==> config.mk <==
export PLATFORM = sky130hd
export DESIGN_NAME = chan_regfile
export DESIGN_NICKNAME = d
export VERILOG_FILES = /design/src/rtl/crf_pkg.sv /design/src/rtl/crf_access_decode.sv /design/src/rtl/crf_wr_bank.sv /design/src/rtl/crf_rx_hold.sv /design/src/rtl/chan_regfile.sv
export SDC_FILE = /design/constraint.sdc
export NUM_CORES = 1
export LEC_CHECK = 0
export BUFFER_PORTS_ARGS = -buffer_cell sky130_fd_sc_hd__buf_2
export CAP_MARGIN = 5
export CORE_MARGIN = 1.5
export CORE_UTILIZATION = 30
export CTS_CLUSTER_DIAMETER = 50
export DETAILED_ROUTE_END_ITERATION = 10
export PLACE_DENSITY = 0.64
export SLEW_MARGIN = 20
export SYNTH_ARGS = -nofsm -noshare
export SYNTH_HDL_FRONTEND = slang
export SYNTH_SLANG_ARGS = --single-unit
export TNS_END_PERCENT = 10
==> constraint.sdc <==
create_clock -name clk -period 1.6 [get_ports clk]
set_clock_uncertainty 0.05 [all_clocks]
set_input_delay 0.32 -clock clk [delete_from_list [all_inputs] [get_ports clk]]
set_output_delay 0.32 -clock clk [all_outputs]
set_load 0.05 [all_outputs]
==> src/rtl/crf_pkg.sv <==
package crf_pkg;

   typedef enum logic [2:0] {
      ACC_NONE,
      ACC_CTRL_WR,
      ACC_CTRL_RD,
      ACC_DATA_WR,
      ACC_DATA_RD
   } acc_e;

   function automatic acc_e classify(input logic sel, input logic wr, input logic ctrl);
      if (!sel)
         return ACC_NONE;
      if (ctrl)
         return wr ? ACC_CTRL_WR : ACC_CTRL_RD;
      return wr ? ACC_DATA_WR : ACC_DATA_RD;
   endfunction

endpackage

==> src/rtl/crf_access_decode.sv <==
module crf_access_decode
   import crf_pkg::*;
(
   input  logic bus_sel,
   input  logic bus_wr,
   input  logic bus_ctrl,
   output logic ctrl_wr,
   output logic ctrl_rd,
   output logic data_wr,
   output logic data_rd
);
   acc_e kind;

   always_comb begin
      kind    = classify(bus_sel, bus_wr, bus_ctrl);
      ctrl_wr = (kind == ACC_CTRL_WR);
      ctrl_rd = (kind == ACC_CTRL_RD);
      data_wr = (kind == ACC_DATA_WR);
      data_rd = (kind == ACC_DATA_RD);
   end
endmodule

==> src/rtl/crf_wr_bank.sv <==
module crf_wr_bank #(
   parameter  int DW       = 8,
   parameter  int NWR      = 8,
   parameter  int CMD_LSB  = 3,
   parameter  int CMD_W    = 3,
   parameter  logic [CMD_W-1:0] CLR_CODE = 3'b011,
   localparam int PW       = $clog2(NWR)
) (
   input  logic              clk,
   input  logic              rst_n,
   input  logic              ctrl_wr,
   input  logic              ctrl_rd,
   input  logic [DW-1:0]     wdata,
   output logic [PW-1:0]     ptr,
   output logic              chan_clr,
   output logic [NWR*DW-1:0] regs_flat
);
   if ((1 << PW) != NWR || NWR < 2) begin : g_bad_nwr
      $error("crf_wr_bank: NWR must be a power of two, at least 2");
   end
   if (CMD_LSB < PW || DW < CMD_LSB + CMD_W) begin : g_bad_fields
      $error("crf_wr_bank: pointer and command fields must be disjoint and fit in DW");
   end

   logic [DW-1:0] reg0_q;
   logic          ptr_home;

   assign ptr      = reg0_q[PW-1:0];
   assign chan_clr = ctrl_wr && (ptr == '0) && (wdata[CMD_LSB +: CMD_W] == CLR_CODE);
   assign ptr_home = (ctrl_wr || ctrl_rd) && (ptr != '0);

   always_ff @(posedge clk or negedge rst_n) begin
      if (!rst_n)
         reg0_q <= '0;
      else if (chan_clr)
         reg0_q <= '0;
      else if (ctrl_wr && (ptr == '0))
         reg0_q <= wdata;
      else if (ptr_home)
         reg0_q[PW-1:0] <= '0;
   end
   assign regs_flat[DW-1:0] = reg0_q;

   for (genvar i = 1; i < NWR; i++) begin : g_reg
      logic [DW-1:0] r;
      always_ff @(posedge clk or negedge rst_n) begin
         if (!rst_n)
            r <= '0;
         else if (chan_clr)
            r <= '0;
         else if (ctrl_wr && (ptr == PW'(i)))
            r <= wdata;
      end
      assign regs_flat[i*DW +: DW] = r;
   end
endmodule

==> src/rtl/crf_rx_hold.sv <==
module crf_rx_hold #(
   parameter int DW = 8
) (
   input  logic          clk,
   input  logic          rst_n,
   input  logic          rx_stb,
   input  logic [DW-1:0] rx_char,
   input  logic          data_rd,
   input  logic          chan_clr,
   output logic [DW-1:0] rx_buf,
   output logic          rdy
);
   always_ff @(posedge clk or negedge rst_n) begin
      if (!rst_n) begin
         rx_buf <= '0;
         rdy    <= 1'b0;
      end else begin
         if (rx_stb) begin
            rx_buf <= rx_char;
            rdy    <= 1'b1;
         end else if (data_rd || chan_clr) begin
            rdy    <= 1'b0;
         end
      end
   end
endmodule

==> src/rtl/chan_regfile.sv <==
module chan_regfile #(
   parameter  int DW       = 8,
   parameter  int NWR      = 8,
   parameter  int NRD      = 3,
   parameter  int CMD_LSB  = 3,
   parameter  int CMD_W    = 3,
   parameter  logic [CMD_W-1:0] CLR_CODE = 3'b011,
   localparam int PW       = $clog2(NWR)
) (
   input  logic              clk,
   input  logic              rst_n,
   input  logic              bus_sel,
   input  logic              bus_wr,
   input  logic              bus_ctrl,
   input  logic [DW-1:0]     bus_wdata,
   output logic [DW-1:0]     bus_rdata,
   input  logic              rx_stb,
   input  logic [DW-1:0]     rx_char,
   output logic              tx_stb,
   output logic [DW-1:0]     tx_byte,
   output logic [NWR*DW-1:0] cfg_regs
);
   if (NRD < 1 || NRD > NWR) begin : g_bad_nrd
      $error("chan_regfile: NRD must lie in 1..NWR");
   end

   logic          ctrl_wr, ctrl_rd, data_wr, data_rd;
   logic [PW-1:0] ptr;
   logic          chan_clr;
   logic [DW-1:0] rx_buf;
   logic          rdy;
   logic [DW-1:0] rd_view [NRD];

   crf_access_decode u_dec (
      .bus_sel (bus_sel),
      .bus_wr  (bus_wr),
      .bus_ctrl(bus_ctrl),
      .ctrl_wr (ctrl_wr),
      .ctrl_rd (ctrl_rd),
      .data_wr (data_wr),
      .data_rd (data_rd)
   );

   crf_wr_bank #(
      .DW(DW), .NWR(NWR), .CMD_LSB(CMD_LSB), .CMD_W(CMD_W), .CLR_CODE(CLR_CODE)
   ) u_bank (
      .clk      (clk),
      .rst_n    (rst_n),
      .ctrl_wr  (ctrl_wr),
      .ctrl_rd  (ctrl_rd),
      .wdata    (bus_wdata),
      .ptr      (ptr),
      .chan_clr (chan_clr),
      .regs_flat(cfg_regs)
   );

   crf_rx_hold #(.DW(DW)) u_rx (
      .clk     (clk),
      .rst_n   (rst_n),
      .rx_stb  (rx_stb),
      .rx_char (rx_char),
      .data_rd (data_rd),
      .chan_clr(chan_clr),
      .rx_buf  (rx_buf),
      .rdy     (rdy)
   );

   // Read register 0 carries the ready flag; the others have no source in this block.
   for (genvar i = 0; i < NRD; i++) begin : g_rd
      if (i == 0) begin : g_status
         assign rd_view[i] = {{(DW-1){1'b0}}, rdy};
      end else begin : g_idle
         assign rd_view[i] = '0;
      end
   end

   always_comb begin
      bus_rdata = '0;
      if (ctrl_rd) begin
         for (int k = 0; k < NRD; k++)
            if (ptr == PW'(k))
               bus_rdata = rd_view[k];
      end else if (data_rd) begin
         bus_rdata = rx_buf;
      end
   end

   assign tx_stb  = data_wr;
   assign tx_byte = data_wr ? bus_wdata : '0;
endmodule

# Word level (Yosys, flattened, before mapping)
# Index checks and enable logic that the tools add are counted.
# Widths: inputs -> output; s select.
# totals
register_bits,73
in_bits,22
out_inout_bits,81
word_cells,81
# classes
eq_ne,12
n_mux,34
reduce_logical,24
# ops
op,count
$mux 8,20
$mux 3,7
$reduce_bool 2->1,9
$eq 3x2->1 const B,5
$eq 3x3->1 const B,5
$logic_and 1x1->1,10
$eq 3x1->1 const B,2
$reduce_bool 3->1,2
$mux 1,5
$mux 5,1
$logic_not 3->1,1
$logic_or 1x1->1,2
$mux 2,1

# Longest topological paths before layout
# logic_depth
depth_word,10
depth_mapped,8
ltp_nobuf,5

# Cells and area by module
# A second synthesis with hierarchy kept.
# hier_totals
hier_cells,306
hier_area_um2,3249.4
# modules_own_cells
mod,n_inst,cells_each,area_per_inst_um2
crf_wr_bank,1,261,2686.3
crf_rx_hold,1,20,369.1
chan_regfile,1,18,126.4
crf_access_decode,1,7,67.6

# Worst setup path before layout
# Ideal clock, no wire load.
# synth_timing
path_type,in2out
startpoint,input bus_wr
endpoint,output tx_byte[0]
arrival_time_ps,2661
required_ps,1230
path_slack_ps,-1431
stages,5
n_path_buf,0
cell_sequence,inv_1 -> ha_1 -> nand2_1 -> nor3_1 -> and2_1
# synth_via
elab_chain_len,6
# synth_lines
item,line,source
start: declaration,chan_regfile.sv:13,"input logic bus_wr,"
$mux 2,crf_pkg.sv:15,return wr ? ACC_CTRL_WR : ACC_CTRL_RD;
$mux 3,crf_pkg.sv:14,if (ctrl)
$mux 3 *,crf_pkg.sv:16,return wr ? ACC_DATA_WR : ACC_DATA_RD;
$mux 3 *,crf_pkg.sv:14,
$eq 3x2->1 *,crf_access_decode.sv:18,data_wr = (kind == ACC_DATA_WR);
named net tx_stb,chan_regfile.sv:19,"output logic tx_stb,"
$mux 8 *,chan_regfile.sv:89,assign tx_byte = data_wr ? bus_wdata : '0;
end: declaration,chan_regfile.sv:20,"output logic [DW-1:0] tx_byte,"
# The timed path passes the listed nets; every way through them passes the cells marked *.

# Worst setup path after layout
# layout_timing
startpoint,register u_bank.reg0_q[2]
endpoint,register u_bank.g_reg[1].r[5]
# layout_via
elab_chain_len,4
# layout_lines
item,line,source
start: declaration,crf_wr_bank.sv:25,logic [DW-1:0] reg0_q;
start signal: assignment,crf_wr_bank.sv:38,reg0_q <= wdata;
$logic_not 3->1,crf_wr_bank.sv:29,assign chan_clr = ctrl_wr && (ptr == '0) && (wdata[CMD_LSB +: CMD_W] == CLR_CODE);
$logic_and 1x1->1 (2 in series),crf_wr_bank.sv:29,
$mux 8 / $reduce_bool 2->1 (equally long branches),--,
end signal: assignment,crf_wr_bank.sv:52,r <= wdata;
end: declaration,crf_wr_bank.sv:45,logic [DW-1:0] r;
# Parallel ways exist; a longest one is shown, timed or not.
# A chain may end at the register's enable or synchronous reset.

==> key figures <==
Run status
  • Status: finished with violations
  • Failing checks: setup timing

Global route
  • Vias in the first global route: between 3k and 4k
  • Initial antenna violation count: 0
  • Largest net degree at the start of global routing: 74
  • First-pass GRT wire length: around 16 mm
  • Gr ovfl total: 0
  • GRT Util Overall: 0.181

Route
  • Detailed Routing Iterations Pass 1: 5
  • Routed vias/inst: between 5 and 6
  • Total Routed Length: 10.4 mm
  • Post-route DRC: 0
  • Avg WL per Cell: between 15 and 20 um
  • Via Count: between 3k and 4k
  • Post-route ant nets: 0
  • First DRT Iteration DRCs: 150

Worst setup path
  • Max FO, Critical Path: 49
  • Reg2Reg Setup Slack: -0.15 ns
  • Crit path required time: between 1.5 and 2 ns
  • R2r startpoint: u_bank.reg0_q[2]
  • Critical path's slowest cell: dfrtp_1
  • CP top delay family: simple AND/OR/NAND/NOR gates
  • R2R Path End: u_bank.g_reg[1].r[5]
  • WP data arrival: about 1.9 ns
  • WP buf/inv: 2
  • Critical Path Start: u_bank.reg0_q[2]
  • Critical path endpoint category: flop
  • CP Launch Type: flop
  • Worst-path cell chain: buf_4 -> or3_4 -> nor3b_4 -> buf_12 -> o21ai_0
  • Biggest cell delay along the critical path: about 0.40 ns
  • Setup CP Type: reg2reg
  • Worst Reg2Reg Path Length in Cells: 5
  • Crit path to: u_bank.g_reg[1].r[5]
  • Critical path depth: 5

Finish
  • Register area: ~1800 um^2
  • Layout cells sized above 1: 0.444
  • Synthesis-to-finish area growth: 42.5%
  • Multi-input logic area: 1490 um^2
  • Antenna diodes: 0
  • Fillers: 1058
  • Nets@finish: 465
  • Final instance area: between 4000 and 5000 um^2

Clocking
  • CTS tree: yes
  • Reg clk slew, reported paths: ~0.06 ns
  • Clock Tree Buf Depth: 2
  • Clock Tree Root: clkbuf_16
  • CTS sink cnt: 73
  • CTS Buf Count: 9
  • Clk_lat worst skew: between 0.3 and 0.4 ns
  • Htree depth: 3

Yosys
  • Async set-reset flop share out of synthesis: 1.00
  • Number of synthesized flops with an enable pin: 0
  • Syn Nets: roughly 350
  • Register area share after synthesis: 0.538
  • Syn Area/Cell: around 10 um^2
  • Post-synthesis register bit count: 73
  • Synth unique cells: 35
  • Synth area leader: dfrtp_1
  • Synth cell count leaders: 73 x dfrtp_1, 54 x o21ai_0, 49 x nand3_1
  • Commonest register cell after synthesis: dfrtp_1
  • Synth area leaders: dfrtp_1 54%, o21ai_0 8.0%, nand3_1 7.2%
  • Synth top area share: 0.538
  • Synthesized area: between 3000 and 4000 um^2
  • Top-count cell post-synth: dfrtp_1
  • Post-Synthesis Cells: approximately 330
  • Yosys Warn Count: 0

Power
  • Pwr/cell area: roughly 1600 nW/um^2
  • Peak supply drop: approximately 0.86 mV
  • Lkg Pwr: 2.32 nW

Timing
  • Final hold slack: ~0.17 ns
  • Fmax: ~570 MHz
  • Final worst-path cycle share: 1.10
  • Max-slew headroom: 0.665
  • Worst Tran Pin Value: between 0.5 and 0.6 ns
  • RSZ-0062 raised after global routing: yes
  • Min Tclk post-route: about 1.8 ns
  • Worst Setup Slack, final: -0.152 ns
  • Final setup fails: 67
  • Final Max Slew Viols: 0
  • Setup TNS: -5.35 ns
  • Final Hold Fails: 0

Die
  • Die X: about 110 um
  • Initial Utilization: 0.311
  • Placement Rows: 38
  • Die Height: around 110 um
  • Die area: 12000 um^2
  • I/O pin count: around 100
  • Placeable Area: between 10000 and 15000 um^2

Placement
  • GPL Wtd Cong: 0.735
  • Post-DP HPWL: around 6.7 mm
  • Post-DP Area: ~4200 um^2
  • Port bufs: ~100

Flow run
  • Max Cap Violations: 0

Min path
  • Min-delay worst type: in2reg
-- layer usage --
metal  part of all wire  track usage  vias up
met2               0.50        0.299       91
met3              0.058       0.0474        9
met5                  0            0        -
met1               0.43        0.228     1501
met4              0.011       0.0640        0
li1                   -            -     1403
-- cell families after synthesis --
logic type	after synthesis	share of synthesized area
AOI/OAI and AO/OA	113	0.185
buffers and inverters	38	0.0586
adders and majority gates	1	0.00368
DFF	73	0.538
muxes	10	0.0343
and+or+nand+nor	93	0.178
xor gates and xnor gates	1	0.00258
-- where the power goes --
group | internal (mW) | switching, mW | total, mW
sequential | 2.24 | 0.229 | 2.47
combinational | 0.793 | 2.06 | 2.85
clock | 1.56 | 0.766 | 2.32
total | 4.59 | 3.05 | 7.64
-- per-stage QoR --
stage / worst slack, ns / utilization / power [mW] / std cells
4_1_cts: -0.155 / 0.441 / 7.67 / 586
3_3_place_gp: -0.329 / 0.383 / 5.19 / 563
3_5_place_dp: -0.395 / 0.383 / 5.24 / 563
6_report: -0.152 / 0.442 / 7.64 / 586
2_1_floorplan: -0.511 / - / 4.47 / 329
5_1_grt: -0.194 / 0.442 / 7.96 / 586
-- registers in the layout, indices dropped and copies added, names as in the netlist --
| name | flops |
|---|---|
| u_bank.g.r | 56 |
| u_bank.reg0_q | 8 |
| u_rx.rx_buf | 8 |
| u_rx.rdy | 1 |
-- cells in the final DEF (no fill, tap or decap), drive strengths merged, types with 2 or more instances in the layout --
cell,n
and4bb,2
buf,136
nor3,3
bufinv,3
and3b,4
nor2,2
and2,15
dfrtp,73
nand2,2
clkinv,2
nand3b,5
inv,2
nand3,49
a21oi,43
clkbuf,10
o21ai,54
or3b,2
and3,2
a22o,14
mux2,10
nor3b,3
-- timing repair --
item | 4_1_cts | 5_1_grt
hold buffers | 1 | 0
buffers inserted | 6 | 0
hold endpoints to repair | 73 | 0
endpoints found under the setup margin | 26 | 81
gates resized for setup | 69 | 9
gates cloned | 1 | 0
pin swaps | 20 | 14
-- how the worst min path moves through the flow --
stage,from,end,slack [ns],cells after the start
final,rx_char[6],u_rx.rx_buf[6],0.17,2
after global routing,rx_char[6],u_rx.rx_buf[6],0.17,2
after CTS,rx_char[6],u_rx.rx_buf[6],0.16,2
after detailed placement,rst_n,u_bank.g_reg[3].r[3],0.34,2
after global placement,rst_n,u_bank.g_reg[3].r[4],0.33,2
after floorplan,rst_n,u_bank.g_reg[1].r[0],-0.03,0
-- final cells by class --
| cell class | instances | area share |
|---|---|---|
| Clock inverter | 5 | 0.0215 |
| Sequential cell | 73 | 0.378 |
| Clock buffer | 10 | 0.0494 |
| Tap cell | 140 | 0.0362 |
| Inverter | 2 | 0.00259 |
| Multi-Input combinational cell | 219 | 0.309 |
| Timing Repair Buffer | 137 | 0.204 |
-- worst reg2reg max path: stages, from the launching register on --
cell	delay (ns)
dfrtp_1	0.40
buf_4	0.15
or3_4	0.40
nor3b_4	0.22
buf_12	0.25
o21ai_0	0.15
Note: power is estimated with default switching activity, not from simulation.
